$ cat src/rtl/gsh_pkg.sv
package gsh_pkg;
  typedef logic [1:0] ctr_t;

  localparam ctr_t CTR_SN = 2'b00;
  localparam ctr_t CTR_WN = 2'b01;
  localparam ctr_t CTR_WT = 2'b10;
  localparam ctr_t CTR_ST = 2'b11;

  function automatic ctr_t ctr_next(ctr_t c, logic taken);
    if (taken) return (c == CTR_ST) ? c : ctr_t'(c + 2'd1);
    else       return (c == CTR_SN) ? c : ctr_t'(c - 2'd1);
  endfunction

  function automatic logic ctr_sat(ctr_t c, logic taken);
    return taken ? (c == CTR_ST) : (c == CTR_SN);
  endfunction
endpackage

$ cat src/rtl/gsh_index.sv
module gsh_index #(
  parameter int unsigned IDX_W = 8,
  parameter int unsigned PC_W  = 32
) (
  input  logic [PC_W-1:0]  pc_i,
  input  logic [IDX_W-1:0] ghr_i,
  output logic [IDX_W-1:0] idx_o
);
  localparam int unsigned LO = 2;
  localparam int unsigned HI = IDX_W + LO - 1;

  assign idx_o = pc_i[HI:LO] ^ ghr_i;

  // byte offset bits never reach the table
  logic unused_lo;
  assign unused_lo = ^pc_i[LO-1:0];

  generate
    if (PC_W > HI + 1) begin : g_hi
      logic unused_hi;
      assign unused_hi = ^pc_i[PC_W-1:HI+1];
    end
  endgenerate
endmodule

$ cat src/rtl/gsh_history.sv
module gsh_history #(
  parameter int unsigned IDX_W = 8
) (
  input  logic             clk_i,
  input  logic             rst_ni,
  input  logic             shift_i,
  input  logic             bit_i,
  output logic [IDX_W-1:0] ghr_o
);
  logic [IDX_W-1:0] ghr_q;

  always_ff @(posedge clk_i or negedge rst_ni) begin
    if (!rst_ni)      ghr_q <= '0;
    else if (shift_i) ghr_q <= {ghr_q[IDX_W-2:0], bit_i};
  end

  assign ghr_o = ghr_q;
endmodule

$ cat src/rtl/gsh_pht.sv
module gsh_pht
  import gsh_pkg::*;
#(
  parameter int unsigned IDX_W = 8
) (
  input  logic                          clk_i,
  input  logic                          rst_ni,
  input  logic                          we_i,
  input  logic [IDX_W-1:0]              widx_i,
  input  ctr_t                          wdata_i,
  output ctr_t [(1 << IDX_W)-1:0]       tbl_o
);
  localparam int unsigned DEPTH = 1 << IDX_W;

  generate
    for (genvar i = 0; i < DEPTH; i++) begin : g_ent
      localparam ctr_t RST_V = (i % 2 == 1) ? CTR_WT : CTR_WN;
      ctr_t q;
      always_ff @(posedge clk_i or negedge rst_ni) begin
        if (!rst_ni)                                 q <= RST_V;
        else if (we_i && (widx_i == IDX_W'(i)))      q <= wdata_i;
      end
      assign tbl_o[i] = q;
    end
  endgenerate
endmodule

$ cat src/rtl/gshare_pred.sv
module gshare_pred
  import gsh_pkg::*;
#(
  parameter int unsigned IDX_W = 8,
  parameter int unsigned PC_W  = 32
) (
  input  logic             clk_i,
  input  logic             rst_ni,
  input  logic [PC_W-1:0]  lk_pc_i,
  output logic             lk_taken_o,
  output logic [IDX_W-1:0] lk_idx_o,
  input  logic             up_valid_i,
  input  logic [IDX_W-1:0] up_idx_i,
  input  logic             up_taken_i,
  input  logic             up_mispred_i
);
  localparam int unsigned DEPTH = 1 << IDX_W;

  logic [IDX_W-1:0]  ghr_q;
  ctr_t [DEPTH-1:0]  tbl;
  ctr_t              up_cur, up_nxt, lk_ctr;
  logic              up_we;

  gsh_index #(.IDX_W(IDX_W), .PC_W(PC_W)) u_idx (
    .pc_i  (lk_pc_i),
    .ghr_i (ghr_q),
    .idx_o (lk_idx_o)
  );

  gsh_history #(.IDX_W(IDX_W)) u_ghr (
    .clk_i   (clk_i),
    .rst_ni  (rst_ni),
    .shift_i (up_valid_i),
    .bit_i   (up_taken_i),
    .ghr_o   (ghr_q)
  );

  // read-before-write: lookup sees the pre-edge table
  assign lk_ctr     = tbl[lk_idx_o];
  assign lk_taken_o = lk_ctr[1];

  assign up_cur = tbl[up_idx_i];
  assign up_nxt = ctr_next(up_cur, up_taken_i);
  // skip the write when a correct guess finds the counter already saturated
  assign up_we  = up_valid_i && (up_mispred_i || !ctr_sat(up_cur, up_taken_i));

  gsh_pht #(.IDX_W(IDX_W)) u_pht (
    .clk_i   (clk_i),
    .rst_ni  (rst_ni),
    .we_i    (up_we),
    .widx_i  (up_idx_i),
    .wdata_i (up_nxt),
    .tbl_o   (tbl)
  );
endmodule

$ cat config.mk
export PLATFORM = sky130hd
export DESIGN_NAME = gshare_pred
export DESIGN_NICKNAME = d
export VERILOG_FILES = /design/src/rtl/gsh_pkg.sv /design/src/rtl/gsh_index.sv /design/src/rtl/gsh_history.sv /design/src/rtl/gsh_pht.sv /design/src/rtl/gshare_pred.sv
export SDC_FILE = /design/constraint.sdc
export NUM_CORES = 1
export LEC_CHECK = 0
export BUFFER_PORTS_ARGS = -buffer_cell sky130_fd_sc_hd__buf_2
export CORE_MARGIN = 3
export CORE_UTILIZATION = 35
export CTS_CLUSTER_DIAMETER = 60
export DETAILED_ROUTE_END_ITERATION = 7
export PLACE_DENSITY_LB_ADDON = 0.15
export SYNTH_ARGS = -nofsm -noshare
export SYNTH_HDL_FRONTEND = slang
export SYNTH_SLANG_ARGS = --single-unit
$ cat constraint.sdc
create_clock -name clk_i -period 6 [get_ports clk_i]
set_input_delay 1.2 -clock clk_i [delete_from_list [all_inputs] [get_ports clk_i]]
set_output_delay 1.2 -clock clk_i [all_outputs]
set_load 0.01 [all_outputs]
# Yosys cells after proc, flatten, opt, wreduce, memory -nomap -nowiden
# Cells that the tools add are included.
dict set report classes {
  add_sub_neg 2
  n_mul 0
  n_div 0
  magnitude_cmp 2
  eq_ne 256
  shifts 0
  mux 8
  bitwise_logic 1
  n_reduce_logical 261
}
# cell n
set ops {}
lappend ops {{8-bit == test (second input constant)} 128}
lappend ops {{8-bit by 7-bit == test with 1-bit output (second input constant)} 64}
lappend ops {{1-bit logical AND} 257}
lappend ops {{8-bit by 6-bit == test with 1-bit output (second input constant)} 32}
lappend ops {{8-bit by 5-bit == test with 1-bit output (second input constant)} 16}
lappend ops {{8-bit by 4-bit == test with 1-bit output (second input constant)} 8}
lappend ops {{2-bit binary-select mux with 8-bit select} 2}
lappend ops {{8-bit by 3-bit == test with 1-bit output (second input constant)} 4}
lappend ops {{8-bit by 9-bit < comparator with 1-bit output (second input constant)} 2}
lappend ops {{8-bit by 2-bit == test with 1-bit output (second input constant)} 2}
lappend ops {{2-bit 2-to-1 mux} 5}
lappend ops {{8-bit by 1-bit == test with 1-bit output (second input constant)} 1}
lappend ops {{8-bit zero test} 1}
lappend ops {{8-bit bitwise XOR} 1}
lappend ops {{2-bit by 1-bit adder with 2-bit output (second input constant)} 1}
lappend ops {{2-bit == test (second input constant)} 1}
lappend ops {{2-bit zero test} 1}
lappend ops {{2-bit by 1-bit subtractor with 2-bit output (second input constant)} 1}
lappend ops {{1-bit zero test} 1}
lappend ops {{1-bit logical OR} 1}
lappend ops {{1-bit 2-to-1 mux} 1}
dict set report totals {
  reg_bits 520
  latch_bits 0
  ram_bits 0
  rom_bits 0
  in_bits 45
  word_cells 787
  n_memories 0
}

# Longest topological paths before layout
dict set report depth {
  ltp_word 8
  ltp_mapped 16
}

# Hierarchy
# From an unflattened synthesis, not the netlist that was laid out.
dict set report unflattened {
  hier_cells 2048
  hier_area_um2 28753.8
}
# module instances cells_per_inst area_per_inst_um2 seq_area_each_um2
set by_module_without_submodules {}
lappend by_module_without_submodules {gsh_pht 1 1476 21827.2 13132.6}
lappend by_module_without_submodules {gshare_pred 1 547 6525.0 0.0}
lappend by_module_without_submodules {gsh_history 1 17 331.6 200.2}
lappend by_module_without_submodules {gsh_index 1 8 70.1 0.0}

# Worst setup path after synthesis
# OpenSTA, ideal clock, no wires.
dict set report synth_path {
  kind {input-to-output}
  from {input lk_pc_i[2]}
  to {output lk_taken_o}
  t_arrival_ns 4.503
  path_slack_ns 0.297
  stages 9
  path_buffers 3
  path_cell_list {xor2_1 buf_2 clkbuf_1 buf_1 mux4_2 mux4_2 mux4_2 mux2i_1 a21oi_1}
}
dict set report synth_between {
  elab_chain_len 3
}
# element line_no
set synth_lines {}
lappend synth_lines {{start, declared} gshare_pred.sv:9} ;# input logic [PC_W-1:0] lk_pc_i,
lappend synth_lines {{8-bit bitwise XOR} gsh_index.sv:12} ;# assign idx_o = pc_i[HI:LO] ^ ghr_i;
lappend synth_lines {{net lk_idx_o[0]} gshare_pred.sv:11} ;# output logic [IDX_W-1:0] lk_idx_o,
lappend synth_lines {{2-bit binary-select mux with 8-bit select} gshare_pred.sv:39} ;# assign lk_ctr = tbl[lk_idx_o];
lappend synth_lines {{2-bit 2-to-1 mux (implied by the code)} gshare_pred.sv:39}
lappend synth_lines {{end, declared} gshare_pred.sv:10} ;# output logic lk_taken_o,
# The timed path passes the listed nets, and every way through them passes these cells. The select of a mux whose other input is x is not followed.

# Worst setup path after layout
dict set report layout_path {
  from {input lk_pc_i[2]}
  to {output lk_taken_o}
}
dict set report layout_between {
  elab_chain_len 3
}
# element line_no
set layout_lines {}
lappend layout_lines {{8-bit bitwise XOR} gsh_index.sv:12}
lappend layout_lines {{2-bit binary-select mux with 8-bit select} gshare_pred.sv:39}
lappend layout_lines {{2-bit 2-to-1 mux (implied by the code)} gshare_pred.sv:39}
# No other way between the ends. The select of a mux whose other input is x is not followed.

==> metrics.log <==
INFO  metric run_status = finished, final reports clean
INFO  metric design.final.nets = 2,097
INFO  metric timing.critical_path.from_type = primary input
INFO  metric layout.area.seq = 0.01333 mm^2
INFO  metric finalCritPeriodShare = 93.50%
INFO  metric synth_ff_type = dfrtp_1
INFO  metric vias_per_cell = 6.096
INFO  metric achievable-frequency = 178.3 MHz
INFO  metric grt_use_total = 21.21%
INFO  metric worst-endpoint-required = 4.80 ns
INFO  metric instances_no_fill = 3,173
INFO  metric synth_largest_type_area_fraction = 22.88%
INFO  metric numPlacedInstances = 3,053
INFO  metric arrival_time_worst_endpoint = 4.41 ns
INFO  metric measured_slew_at_the_worst_slew_check_pin = 1.287 ns
INFO  metric multi_input_area = 0.01524 mm^2
INFO  metric post_syn_nets = 2,120
INFO  metric maxCapViolCount = 0
INFO  metric timing.hold.ws = 0.4822 ns
INFO  metric design.die.area = 0.08750 mm^2
INFO  metric post_synthesis_instance_area = 0.02939 mm^2
INFO  metric totalWireLength = 91,590 um
INFO  metric floorplan.core_area = 0.08264 mm^2
INFO  metric synth.ff_latch_count = 520
INFO  metric place.port_buffers = 29
INFO  metric ios = 54
INFO  metric detail_route.drc_violations = 0
INFO  metric antenna_found_initial = 3
INFO  metric synthesis.area_per_instance = 14.17 um^2
INFO  metric final.min_clock_period = 5.610 ns
INFO  metric power.density = 266.4 mW/mm^2
INFO  metric detail-route-antenna-nets = 0
INFO  metric synth_seq_area_share = 45.36%
INFO  metric synth-async-reset-ratio = 100.0%
INFO  metric grt_setup_unrepaired = no
INFO  metric first_global_vias = 20,450
INFO  metric cts_sinks = 520
INFO  metric die_width = 295.8 um
INFO  metric drtPass1Iterations = 5
INFO  metric clk-insertion-delay-late = 0.60 ns
INFO  metric timing.final.setup_violations = 0
INFO  metric std_cell_rows = 105
INFO  metric cts_root_buffer = clkbuf_16
INFO  metric grt_pass1_wl = 138,100 um
INFO  metric hold_class = register to register
INFO  metric largest_net_degree_at_the_start_of_global_routing = 150
INFO  metric ys_warn_count = 0
INFO  metric placed_area = 0.03133 mm^2
INFO  metric timing.critical_path.fanout_max = 18
INFO  metric initial_utilization = 35.57%
INFO  metric setup_crit_path_kind = primary input to output pin
INFO  metric cts_resized = 0
INFO  metric timing.max_slew.rel_slack = 13.91%
INFO  metric report.final.hold_viol_count = 0
INFO  metric clk_transition_reported_paths = 0.05 ns
INFO  metric grt_remaining_overflow = 0
INFO  metric cts_buffers = 67
INFO  metric synth.lib_cells_used.distinct = 34
INFO  metric yosysMostFrequentCell = mux2_2
INFO  metric n_antenna_cell = 0
INFO  metric final.fill_count = 7,582
INFO  metric post_synthesis_cell_type_with_the_largest_combined_area = dfstp_2
INFO  metric static-leakage-power = 13.18 nW
INFO  metric gp_congestion = 0.7769
INFO  metric layout_setup_ws = 0.3900 ns
INFO  metric yosys-top-cells-area = dfstp_2, dfrtp_1, mux4_2
INFO  metric final_instance_area = 0.03363 mm^2
INFO  metric die_h = 295.8 um
INFO  metric ir_worst_vdd = 0.0001748 V
INFO  metric syn-instance-count = 2,075
INFO  metric number_of_enable_type_register_cells_in_the_synthesized_netlist = 0
INFO  metric skew_final = 0.02056 ns
INFO  metric crit_path_end_kind = output pin
INFO  metric postCtsSetupRepairBufs = 0
INFO  metric wl_per_cell = 28.86 um
INFO  metric tns = 0 ns
INFO  metric final_core_utilization = 40.70%
INFO  metric route.vias.total = 19,340
INFO  metric total_power = 8.959 mW
INFO  metric final_max_slew_viol_count = 0
INFO  metric drive_gt1_share = 55.68%
INFO  metric hold_buffer_count_at_cts = 0
INFO  metric post-dp-hpwl = 56,430 um
INFO  metric cts_tree = yes
INFO  metric cts.path.max_buffers = 3
INFO  metric pre_cts_slack = 0.2939 ns
INFO  metric ys_top_cells_by_count = mux2_2, dfrtp_1, dfstp_2, mux4_2, mux2_1
INFO  metric htree_levels = 3
INFO  metric drt_iter0_markers = 1,390
INFO  metric layout_stage_area_growth_over_the_synthesis_result = 14.40%
layout make-up:
type | instances | share of cell area (%)
Multi-Input combinational cell | 1323 | 45.31
Sequential cell | 520 | 39.65
Clock buffer | 105 | 6.080
Timing Repair Buffer | 136 | 4.156
Tap cell | 1070 | 3.981
Clock inverter | 15 | 0.7553
Inverter | 4 | 0.06697
worst paths after layout:
path / cells past startpoint / start / to / slack, ns
max: 9 / lk_pc_i[2] / lk_taken_o / 0.39
min: 1 / u_pht.g_ent[19].q[0] / u_pht.g_ent[19].q[0] / 0.48
max reg2reg: 11 / u_pht.g_ent[15].q[0] / u_pht.g_ent[125].q[0] / 1.87
min reg2reg: 1 / u_pht.g_ent[19].q[0] / u_pht.g_ent[19].q[0] / 0.48
max in group asynchronous: 2 / rst_ni / u_pht.g_ent[0].q[1] / 4.02
min in group asynchronous: 1 / rst_ni / u_pht.g_ent[118].q[1] / 0.59
sequential cells by signal, summed over array words and instances (netlist names):
signal and cells:
u_ghr.ghr_o 8, u_pht.g_ent.q 512
power breakdown:
part           switching, mW  leakage, nW  internal, mW
logic                  0.708         5.75         0.350
registers             0.0516         6.30          3.63
clock network           1.59         1.13          2.64
kinds of logic (layout without fill, tap and decap cells):
family	after synthesis	after routing	share of synthesized area, %
XOR/XNOR	8	8	0.2384
adder cells (fa/ha/maj)	1	1	0.03405
AND/OR/NAND/NOR	220	220	3.712
buffers and inverters	232	260	3.358
flip-flops	520	520	45.36
AO/OA/AOI/OAI	360	360	11.07
multiplexers	734	734	36.23
cell usage in the layout, fill, tap and decap left out, drive strengths merged, types with 4 or more instances in the layout:
cell	synthesis	routed
a21oi	161	161
a2111oi	128	128
inv	4	5
nor2	21	21
nor2b	8	8
mux2	520	520
xor2	6	6
nand2	22	22
mux4	212	212
nor4	9	9
nand3	136	136
dfstp	256	256
buf	83	136
a22oi	64	64
bufinv	0	7
clkinv	0	7
clkbuf	145	105
nand2b	11	11
dfrtp	264	264
o22ai	4	4
nor3	8	8
critical path, stage by stage:
cell     delay (ns)
buf_2          0.13
xor2_4         0.56
buf_12         0.29
mux4_2         0.55
mux4_2         0.57
mux4_2         0.58
mux2i_1        0.22
a21oi_1        0.12
buf_2          0.16
metal layers:
metal | up-vias | global-route usage, % | share of wire [%]
met1 | 10430 | 30.23 | 45
met4 | 4 | 6.734 | 2.7
met2 | 585 | 31.96 | 45
met5 | - | 0 | 0.028
met3 | 136 | 5.055 | 6.8
li1 | 8193 | - | -
Note: power is estimated with default switching activity, not from simulation.
